===== config.mk =====
export PLATFORM = sky130hd
export DESIGN_NAME = pkt_tx_framer
export DESIGN_NICKNAME = d
export VERILOG_FILES = /design/src/rtl/pkt_tx_pkg.sv /design/src/rtl/pkt_tx_shreg.sv /design/src/rtl/pkt_tx_crc.sv /design/src/rtl/pkt_tx_bytecnt.sv /design/src/rtl/pkt_tx_framer.sv
export SDC_FILE = /design/constraint.sdc
export NUM_CORES = 1
export LEC_CHECK = 0
export BUFFER_PORTS_ARGS = -buffer_cell sky130_fd_sc_hd__buf_2
export CAP_MARGIN = 20
export CORE_MARGIN = 1
export CORE_UTILIZATION = 55
export CTS_BUF_LIST = sky130_fd_sc_hd__clkbuf_2
export DETAILED_ROUTE_END_ITERATION = 10
export PLACE_DENSITY = 0.77
export SYNTH_ARGS = -nofsm -noshare
export SYNTH_HDL_FRONTEND = slang
export SYNTH_HIERARCHICAL = 1
export SYNTH_SLANG_ARGS = --single-unit

===== constraint.sdc =====
create_clock -name clk -period 2.6 [get_ports clk]
set_input_delay 0.13 -clock clk [delete_from_list [all_inputs] [get_ports clk]]
set_output_delay 0.13 -clock clk [all_outputs]
set_load 0.03 [all_outputs]

===== src/rtl/pkt_tx_pkg.sv =====
package pkt_tx_pkg;
  localparam int BYTE_W = 8;
  localparam logic [15:0] CRC_POLY = 16'h8005;
  localparam logic [15:0] CRC_SEED = 16'hFFFF;
  localparam logic [7:0] PRE_PATTERN = 8'hAA;

  typedef enum logic [2:0] {
    PH_IDLE, PH_PRE, PH_SYNC, PH_DATA, PH_CRC, PH_UNDER
  } ph_t;

  typedef enum logic [1:0] {
    LM_FIXED = 2'd0, LM_VAR = 2'd1, LM_ENDLESS = 2'd2, LM_ENDLESS_ALT = 2'd3
  } lmode_t;

  // One byte through the CRC-16 register, MSB first
  function automatic logic [15:0] crc16_next(input logic [15:0] c, input logic [7:0] d);
    logic [15:0] r;
    logic fb;
    r = c;
    for (int i = BYTE_W - 1; i >= 0; i--) begin
      fb = r[15] ^ d[i];
      r  = {r[14:0], 1'b0};
      if (fb) r = r ^ CRC_POLY;
    end
    return r;
  endfunction
endpackage


===== src/rtl/pkt_tx_shreg.sv =====
module pkt_tx_shreg #(
  parameter int W = 8
) (
  input  logic         clk,
  input  logic         rst_n,
  input  logic         load,
  input  logic [W-1:0] din,
  input  logic         shift,
  output logic         bit_out,
  output logic         at_last
);
  localparam int IW = $clog2(W);
  logic [W-1:0]  sh_q;
  logic [IW-1:0] idx_q;

  always_ff @(posedge clk or negedge rst_n) begin
    if (!rst_n) begin
      sh_q  <= '0;
      idx_q <= '0;
    end else if (load) begin
      sh_q  <= din;
      idx_q <= '0;
    end else if (shift) begin
      sh_q  <= {sh_q[W-2:0], 1'b0};
      idx_q <= idx_q + IW'(1);
    end
  end

  assign bit_out = sh_q[W-1];
  assign at_last = (idx_q == IW'(W - 1));
endmodule


===== src/rtl/pkt_tx_crc.sv =====
module pkt_tx_crc
  import pkt_tx_pkg::*;
(
  input  logic        clk,
  input  logic        rst_n,
  input  logic        init,
  input  logic        upd,
  input  logic [7:0]  din,
  output logic [15:0] crc
);
  logic [15:0] crc_q;

  always_ff @(posedge clk or negedge rst_n) begin
    if (!rst_n)    crc_q <= CRC_SEED;
    else if (init) crc_q <= CRC_SEED;
    else if (upd)  crc_q <= crc16_next(crc_q, din);
  end

  assign crc = crc_q;
endmodule


===== src/rtl/pkt_tx_bytecnt.sv =====
module pkt_tx_bytecnt #(
  parameter int W = 8
) (
  input  logic         clk,
  input  logic         rst_n,
  input  logic         clr,
  input  logic         inc,
  output logic [W-1:0] cnt,
  output logic [W-1:0] cnt_plus
);
  logic [W-1:0] cnt_q;

  always_ff @(posedge clk or negedge rst_n) begin
    if (!rst_n)   cnt_q <= '0;
    else if (clr) cnt_q <= '0;
    else if (inc) cnt_q <= cnt_plus;
  end

  assign cnt      = cnt_q;
  assign cnt_plus = cnt_q + W'(1);
endmodule


===== src/rtl/pkt_tx_framer.sv =====
module pkt_tx_framer
  import pkt_tx_pkg::*;
#(
  parameter int PRE_W = 4,
  parameter int LEN_W = 8
) (
  input  logic             clk,
  input  logic             rst_n,
  input  logic             start,
  input  logic             flush,
  input  logic [1:0]       cfg_len_mode,
  input  logic [PRE_W-1:0] cfg_preamble_bytes,
  input  logic [15:0]      cfg_sync,
  input  logic             cfg_sync_double,
  input  logic             cfg_crc_en,
  input  logic [LEN_W-1:0] cfg_length,
  input  logic             fifo_empty,
  input  logic [7:0]       fifo_rdata,
  output logic             fifo_rd,
  input  logic             bit_req,
  output logic             tx_bit,
  output logic             tx_active,
  output logic             done,
  output logic             underflow
);
  ph_t st_q, st_d;
  logic [PRE_W-1:0] pre_n_q, pre_cnt_q;
  logic [15:0]      sync_q;
  logic             dbl_q, crc_en_q;
  logic [1:0]       sync_idx_q;
  logic             crc_idx_q, first_q, last_q, done_q;
  logic [LEN_W-1:0] vlen_q;

  // Named internal events
  logic sh_last, byte_end, bit_adv, accept, ld, pop, fin, want_byte;
  logic [7:0] ld_val;
  logic [15:0] crc_val;
  logic [LEN_W-1:0] cnt, cnt_plus;
  logic pre_done, sync_last, len_byte, last_next;

  assign tx_active = (st_q == PH_PRE) || (st_q == PH_SYNC) ||
                     (st_q == PH_DATA) || (st_q == PH_CRC);
  assign underflow = (st_q == PH_UNDER);
  assign byte_end  = tx_active && bit_req && sh_last;
  assign bit_adv   = tx_active && bit_req && !sh_last;
  assign accept    = (st_q == PH_IDLE) && start && !flush;
  assign pre_done  = (pre_cnt_q + PRE_W'(1)) >= pre_n_q;
  assign sync_last = dbl_q ? (sync_idx_q == 2'd3) : (sync_idx_q == 2'd1);
  assign len_byte  = first_q && (lmode_t'(cfg_len_mode) == LM_VAR);

  always_comb begin
    case (lmode_t'(cfg_len_mode))
      LM_FIXED: last_next = (cnt_plus == cfg_length);
      LM_VAR:   last_next = !len_byte && (cnt_plus == vlen_q);
      default:  last_next = 1'b0;
    endcase
  end

  always_comb begin
    st_d = st_q; ld = 1'b0; ld_val = PRE_PATTERN;
    pop = 1'b0; fin = 1'b0; want_byte = 1'b0;
    case (st_q)
      PH_IDLE: if (start) begin st_d = PH_PRE; ld = 1'b1; end
      PH_PRE: if (byte_end) begin
        ld = 1'b1;
        if (pre_done && !fifo_empty) begin st_d = PH_SYNC; ld_val = sync_q[15:8]; end
      end
      PH_SYNC: if (byte_end) begin
        if (sync_last) want_byte = 1'b1;
        else begin ld = 1'b1; ld_val = sync_idx_q[0] ? sync_q[15:8] : sync_q[7:0]; end
      end
      PH_DATA: if (byte_end) begin
        if (!last_q) want_byte = 1'b1;
        else if (crc_en_q) begin st_d = PH_CRC; ld = 1'b1; ld_val = crc_val[15:8]; end
        else fin = 1'b1;
      end
      PH_CRC: if (byte_end) begin
        if (!crc_idx_q) begin ld = 1'b1; ld_val = crc_val[7:0]; end
        else fin = 1'b1;
      end
      default: ;
    endcase
    if (want_byte) begin
      if (fifo_empty) st_d = PH_UNDER;
      else begin pop = 1'b1; ld = 1'b1; ld_val = fifo_rdata; st_d = PH_DATA; end
    end
    if (fin) st_d = PH_IDLE;
    if (flush) begin st_d = PH_IDLE; ld = 1'b0; pop = 1'b0; fin = 1'b0; end
  end

  always_ff @(posedge clk or negedge rst_n) begin
    if (!rst_n) begin
      st_q <= PH_IDLE; pre_n_q <= '0; pre_cnt_q <= '0; sync_q <= '0;
      dbl_q <= 1'b0; crc_en_q <= 1'b0; sync_idx_q <= '0; crc_idx_q <= 1'b0;
      first_q <= 1'b0; last_q <= 1'b0; vlen_q <= '0; done_q <= 1'b0;
    end else begin
      st_q   <= st_d;
      done_q <= fin;
      if (accept) begin
        pre_n_q <= cfg_preamble_bytes; pre_cnt_q <= '0; sync_q <= cfg_sync;
        dbl_q <= cfg_sync_double; crc_en_q <= cfg_crc_en; sync_idx_q <= '0;
        crc_idx_q <= 1'b0; first_q <= 1'b1; last_q <= 1'b0;
      end
      if (st_q == PH_PRE && byte_end && !pre_done) pre_cnt_q <= pre_cnt_q + PRE_W'(1);
      if (st_q == PH_SYNC && byte_end) sync_idx_q <= sync_idx_q + 2'd1;
      if (st_q == PH_CRC && byte_end) crc_idx_q <= 1'b1;
      if (pop) begin
        first_q <= 1'b0;
        last_q  <= last_next;
        if (len_byte) vlen_q <= LEN_W'(fifo_rdata);
      end
    end
  end

  pkt_tx_shreg #(.W(BYTE_W)) u_shreg (
    .clk(clk), .rst_n(rst_n), .load(ld), .din(ld_val), .shift(bit_adv),
    .bit_out(tx_bit), .at_last(sh_last)
  );

  pkt_tx_crc u_crc (
    .clk(clk), .rst_n(rst_n), .init(accept), .upd(pop), .din(fifo_rdata), .crc(crc_val)
  );

  pkt_tx_bytecnt #(.W(LEN_W)) u_cnt (
    .clk(clk), .rst_n(rst_n), .clr(accept), .inc(pop && !len_byte),
    .cnt(cnt), .cnt_plus(cnt_plus)
  );

  assign fifo_rd = pop;
  assign done    = done_q;

  logic unused_cnt;
  assign unused_cnt = ^cnt;
endmodule


==> key figures <==
Worst setup path
  – Slowest-stage cell, CP: dfrtp_1
  – Delay-heaviest family, CP: compound AO/OA/AOI/OAI gates
  – CP Cell Sequence: ha_1, ha_1, a2111oi_4, nor2_1, nand3_1, nor3_1, a221o_1, a22o_1
  – Setup Crit Path Kind: reg -> reg
  – Critical Path RT: 3.02 ns
  – Critical Path Start Type: flip-flop
  – Reg2reg start: pre_cnt_q[0]$_DFFE_PN0P_
  – Crit-path max FO: 5
  – Bufs and invs on worst path: 0
  – CP endpoint kind: flip-flop
  – Cell depth of the worst flop-to-flop path: 8
  – Most frequent cell on the critical path: ha_1
  – Crit path arrival time: slightly below 3 ns
  – Max incr delay on CP: 0.47 ns
  – Worst r2r dst: u_shreg/sh_q[0]$_DFFE_PN0P_
  – Worst reg-to-reg setup slack: ~0.13 ns

Timing
  – Fmax: around 400 MHz
  – RSZ-0062 raised after global routing: no
  – Fin worst setup slack: approximately 0.13 ns
  – Slew @ Worst Pin: roughly 0.99 ns
  – Slew headroom: 0.342
  – Setup violators final: 0
  – WHS: slightly above 0.05 ns
  – Fin. Hold Viols: 0
  – Setup_tns: 0 ns
  – Final Max Tran Viols: 0
  – Min Tclk post-route: approximately 2.5 ns
  – Crit share post-route: 0.950
  – Layout Skew: ~0.044 ns

Place
  – Routability Congestion: between 0.9 and 1
  – Final HPWL DP: 8.33 mm
  – DP Worst Slack: approximately 0.11 ns
  – Port bufs: 50

Floorplanning
  – Core ar.: about 8200 µm²
  – Die H: 94.1 µm
  – Die area: between 8000 and 9000 µm²
  – Starting Density: 0.568
  – Rows: 33
  – Chip Width: 94.1 µm
  – I/O pin count: a little over 50

Outcome
  – Status: finished clean

Detailed routing
  – Antenna Nets Post-Route: 0
  – Routed wire length: about 12 mm
  – First drt pass iteration count: 5
  – Post-route DRC: 0
  – Vias per inst: 5.79
  – Routed len/inst: about 17 µm
  – Detailed Route Iter0 Violations: approximately 340
  – Vias: roughly 4100

Flow run
  – # Max-Cap Violations: 0

Synthesis
  – Synth area leader: dfrtp_1
  – Top_reg_cell synth: dfrtp_1
  – Post-synth top cells: 76 x nand2_1, 62 x dfrtp_1, 43 x nor2_1
  – Avg Cell Area, Syn: between 9 and 10 µm²
  – Area share of the largest cell type after synthesis: 0.333
  – Cell variety after synth: 62
  – Post-synthesis net count: between 500 and 600
  – Synthesized flop and latch total: between 70 and 80
  – Mapped Area: about 4700 µm²
  – Async S/R FF share, synth: 1.00
  – Sequential fraction of the synthesis area: 0.423
  – Cells after Synth: slightly below 500
  – Yosys warning count: 6
  – Top cells by area, synth: dfrtp_1 33%, dfstp_2 9.0%, nand2_1 6.1%, xnor2_1 5.3%, xor2_1 3.6%
  – Post-synth EDFFs: 0
  – Most frequent cell after synthesis: nand2_1

Power
  – Leak: between 2 and 3 nW
  – Sw frac: 0.383
  – Worst VDD drop: approximately 0.46 mV
  – Sw power: 1.41 mW
  – Power Internal: roughly 2.3 mW
  – Clock power frac: 0.174
  – Share of power burned in registers: 0.449
  – P per Cell Area: 658 nW/µm²
  – Tot Pwr: around 3.7 mW
  – Logic pwr share: 0.376

Global routing
  – Global Route Usage Sum: 0.284
  – Largest net degree at the start of global routing: approximately 80
  – First-pass GRT wire length: 19.2 mm
  – Grt total ovfl: 0
  – Vias in the first global route: between 3000 and 4000
  – Initial antenna violation count: 0

CTS
  – TritonCTS buffer count: 9
  – Clock sink count: 78
  – Clock-pin slew of the registers on the worst-case setup and hold paths: between 0.15 and 0.2 ns
  – CTS tree: yes
  – Root buffer cell: clkbuf_2
  – CTS HTree Levels: 3
  – Worst skew pair latency: 0.52 ns
  – Max Buffers Root-to-Sink: 2

Layout
  – Syn-to-layout area delta: 19.7%
  – Register area: 1970 µm²
  – Footprint of the multi-input gates: ~2500 µm²
  – FILL cells: between 600 and 700
  – Share of cells above drive strength 1: 0.235
  – Diodes inserted: 0
  – Fin nets: between 600 and 700

Min path
  – WHS Path Cells: 3
  – Hold Crit Class: in -> reg
  – Hold Startpoint: cfg_len_mode[0]
  – WHS Endpoint: last_q$_DFFE_PN0P_
worst reg2reg max path, delay by kind of cell (launching register included):
family                   cells  cell delay (ns)
AO/OA/AOI/OAI                3             0.88
adder cells (fa/ha/maj)      2             0.68
flip-flops                   1             0.47
AND/OR/NAND/NOR              3             0.37
per-stage QoR:
stage / util / cell area (µm²) / instances
after floorplan: - / 4670 / 497
after global placement: 0.619 / 5090 / 648
after detailed placement: 0.619 / 5090 / 648
after CTS: 0.674 / 5540 / 698
after global routing: 0.679 / 5580 / 701
final: 0.679 / 5580 / 701
power by group through the flow:
stage	combinational, mW	sequential, mW	clock [mW]
final	1.38	1.65	0.641
after global routing	1.52	1.68	0.719
after CTS	1.34	1.64	0.652
after detailed placement	1.30	1.67	0
after global placement	1.26	1.66	0
after floorplan	0.920	1.61	0
routing by layer:
metal / vias up / wire length [µm] / track usage
met5: - / 0 / 0
met4: 0 / 148 / 0.0731
met3: 18 / 762 / 0.0623
met2: 158 / 5740 / 0.461
met1: 1954 / 5290 / 0.384
li1: 1929 / - / -
repair_timing:
action / in CTS / in global routing
hold buffers: 33 / 0
setup endpoints to repair: 1 / 4
endpoints found under the hold margin: 96 / 0
pin swaps: 1 / 1
buffers inserted: 1 / 3
resized for setup: 1 / 4
registers in the layout, indices dropped and copies added, names as in the netlist, 4 cells and up:
signal        cells
pre_cnt_q         4
vlen_q            8
u_shreg/sh_q      8
u_cnt/cnt         8
pre_n_q           4
u_crc/crc        16
sync_q           16
worst max-delay path by stage:
stage	from	cells after the start	endpoint
after global routing	pre_cnt_q[0]$_DFFE_PN0P_	8	u_shreg/sh_q[0]$_DFFE_PN0P_
after global placement	pre_cnt_q[0]$_DFFE_PN0P_	8	u_shreg/sh_q[0]$_DFFE_PN0P_
after detailed placement	pre_cnt_q[0]$_DFFE_PN0P_	8	u_shreg/sh_q[0]$_DFFE_PN0P_
final	pre_cnt_q[0]$_DFFE_PN0P_	8	u_shreg/sh_q[0]$_DFFE_PN0P_
after CTS	u_shreg/idx_q[1]$_DFFE_PN0P_	8	fifo_rd
after floorplan	pre_cnt_q[0]$_DFFE_PN0P_	8	u_shreg/sh_q[0]$_DFFE_PN0P_
logic make-up (layout without fill, tap and decap cells):
family	after synthesis	count (layout)	synth area share
flip-flops	78	78	0.423
XOR/XNOR	50	50	0.100
buffers and inverters	36	135	0.0397
AO/OA/AOI/OAI	98	98	0.142
adder cells (fa/ha/maj)	8	8	0.0215
multiplexers	28	28	0.0633
AND/OR/NAND/NOR	199	199	0.211
cell usage in the layout (no fill, tap or decap), types with 16 or more instances in the layout:
cell type      count
dlygate4sd3_1     33
buf_2             49
nor2_1            43
o21ai_0           27
dfstp_2           16
nand2_1           75
a21oi_1           16
xor2_1            19
dfrtp_1           62
mux2i_1           16
xnor2_1           28
buf_4             24
cell type report:
cell class / count / share of cell area
clock inverters: 5 / 0.00919
repair buffers: 108 / 0.143
multi-input cells: 383 / 0.454
well taps: 105 / 0.0235
inverters: 11 / 0.00807
flip-flops and latches: 78 / 0.353
clock buffers: 11 / 0.00986
(Power assumes the default switching activity.)
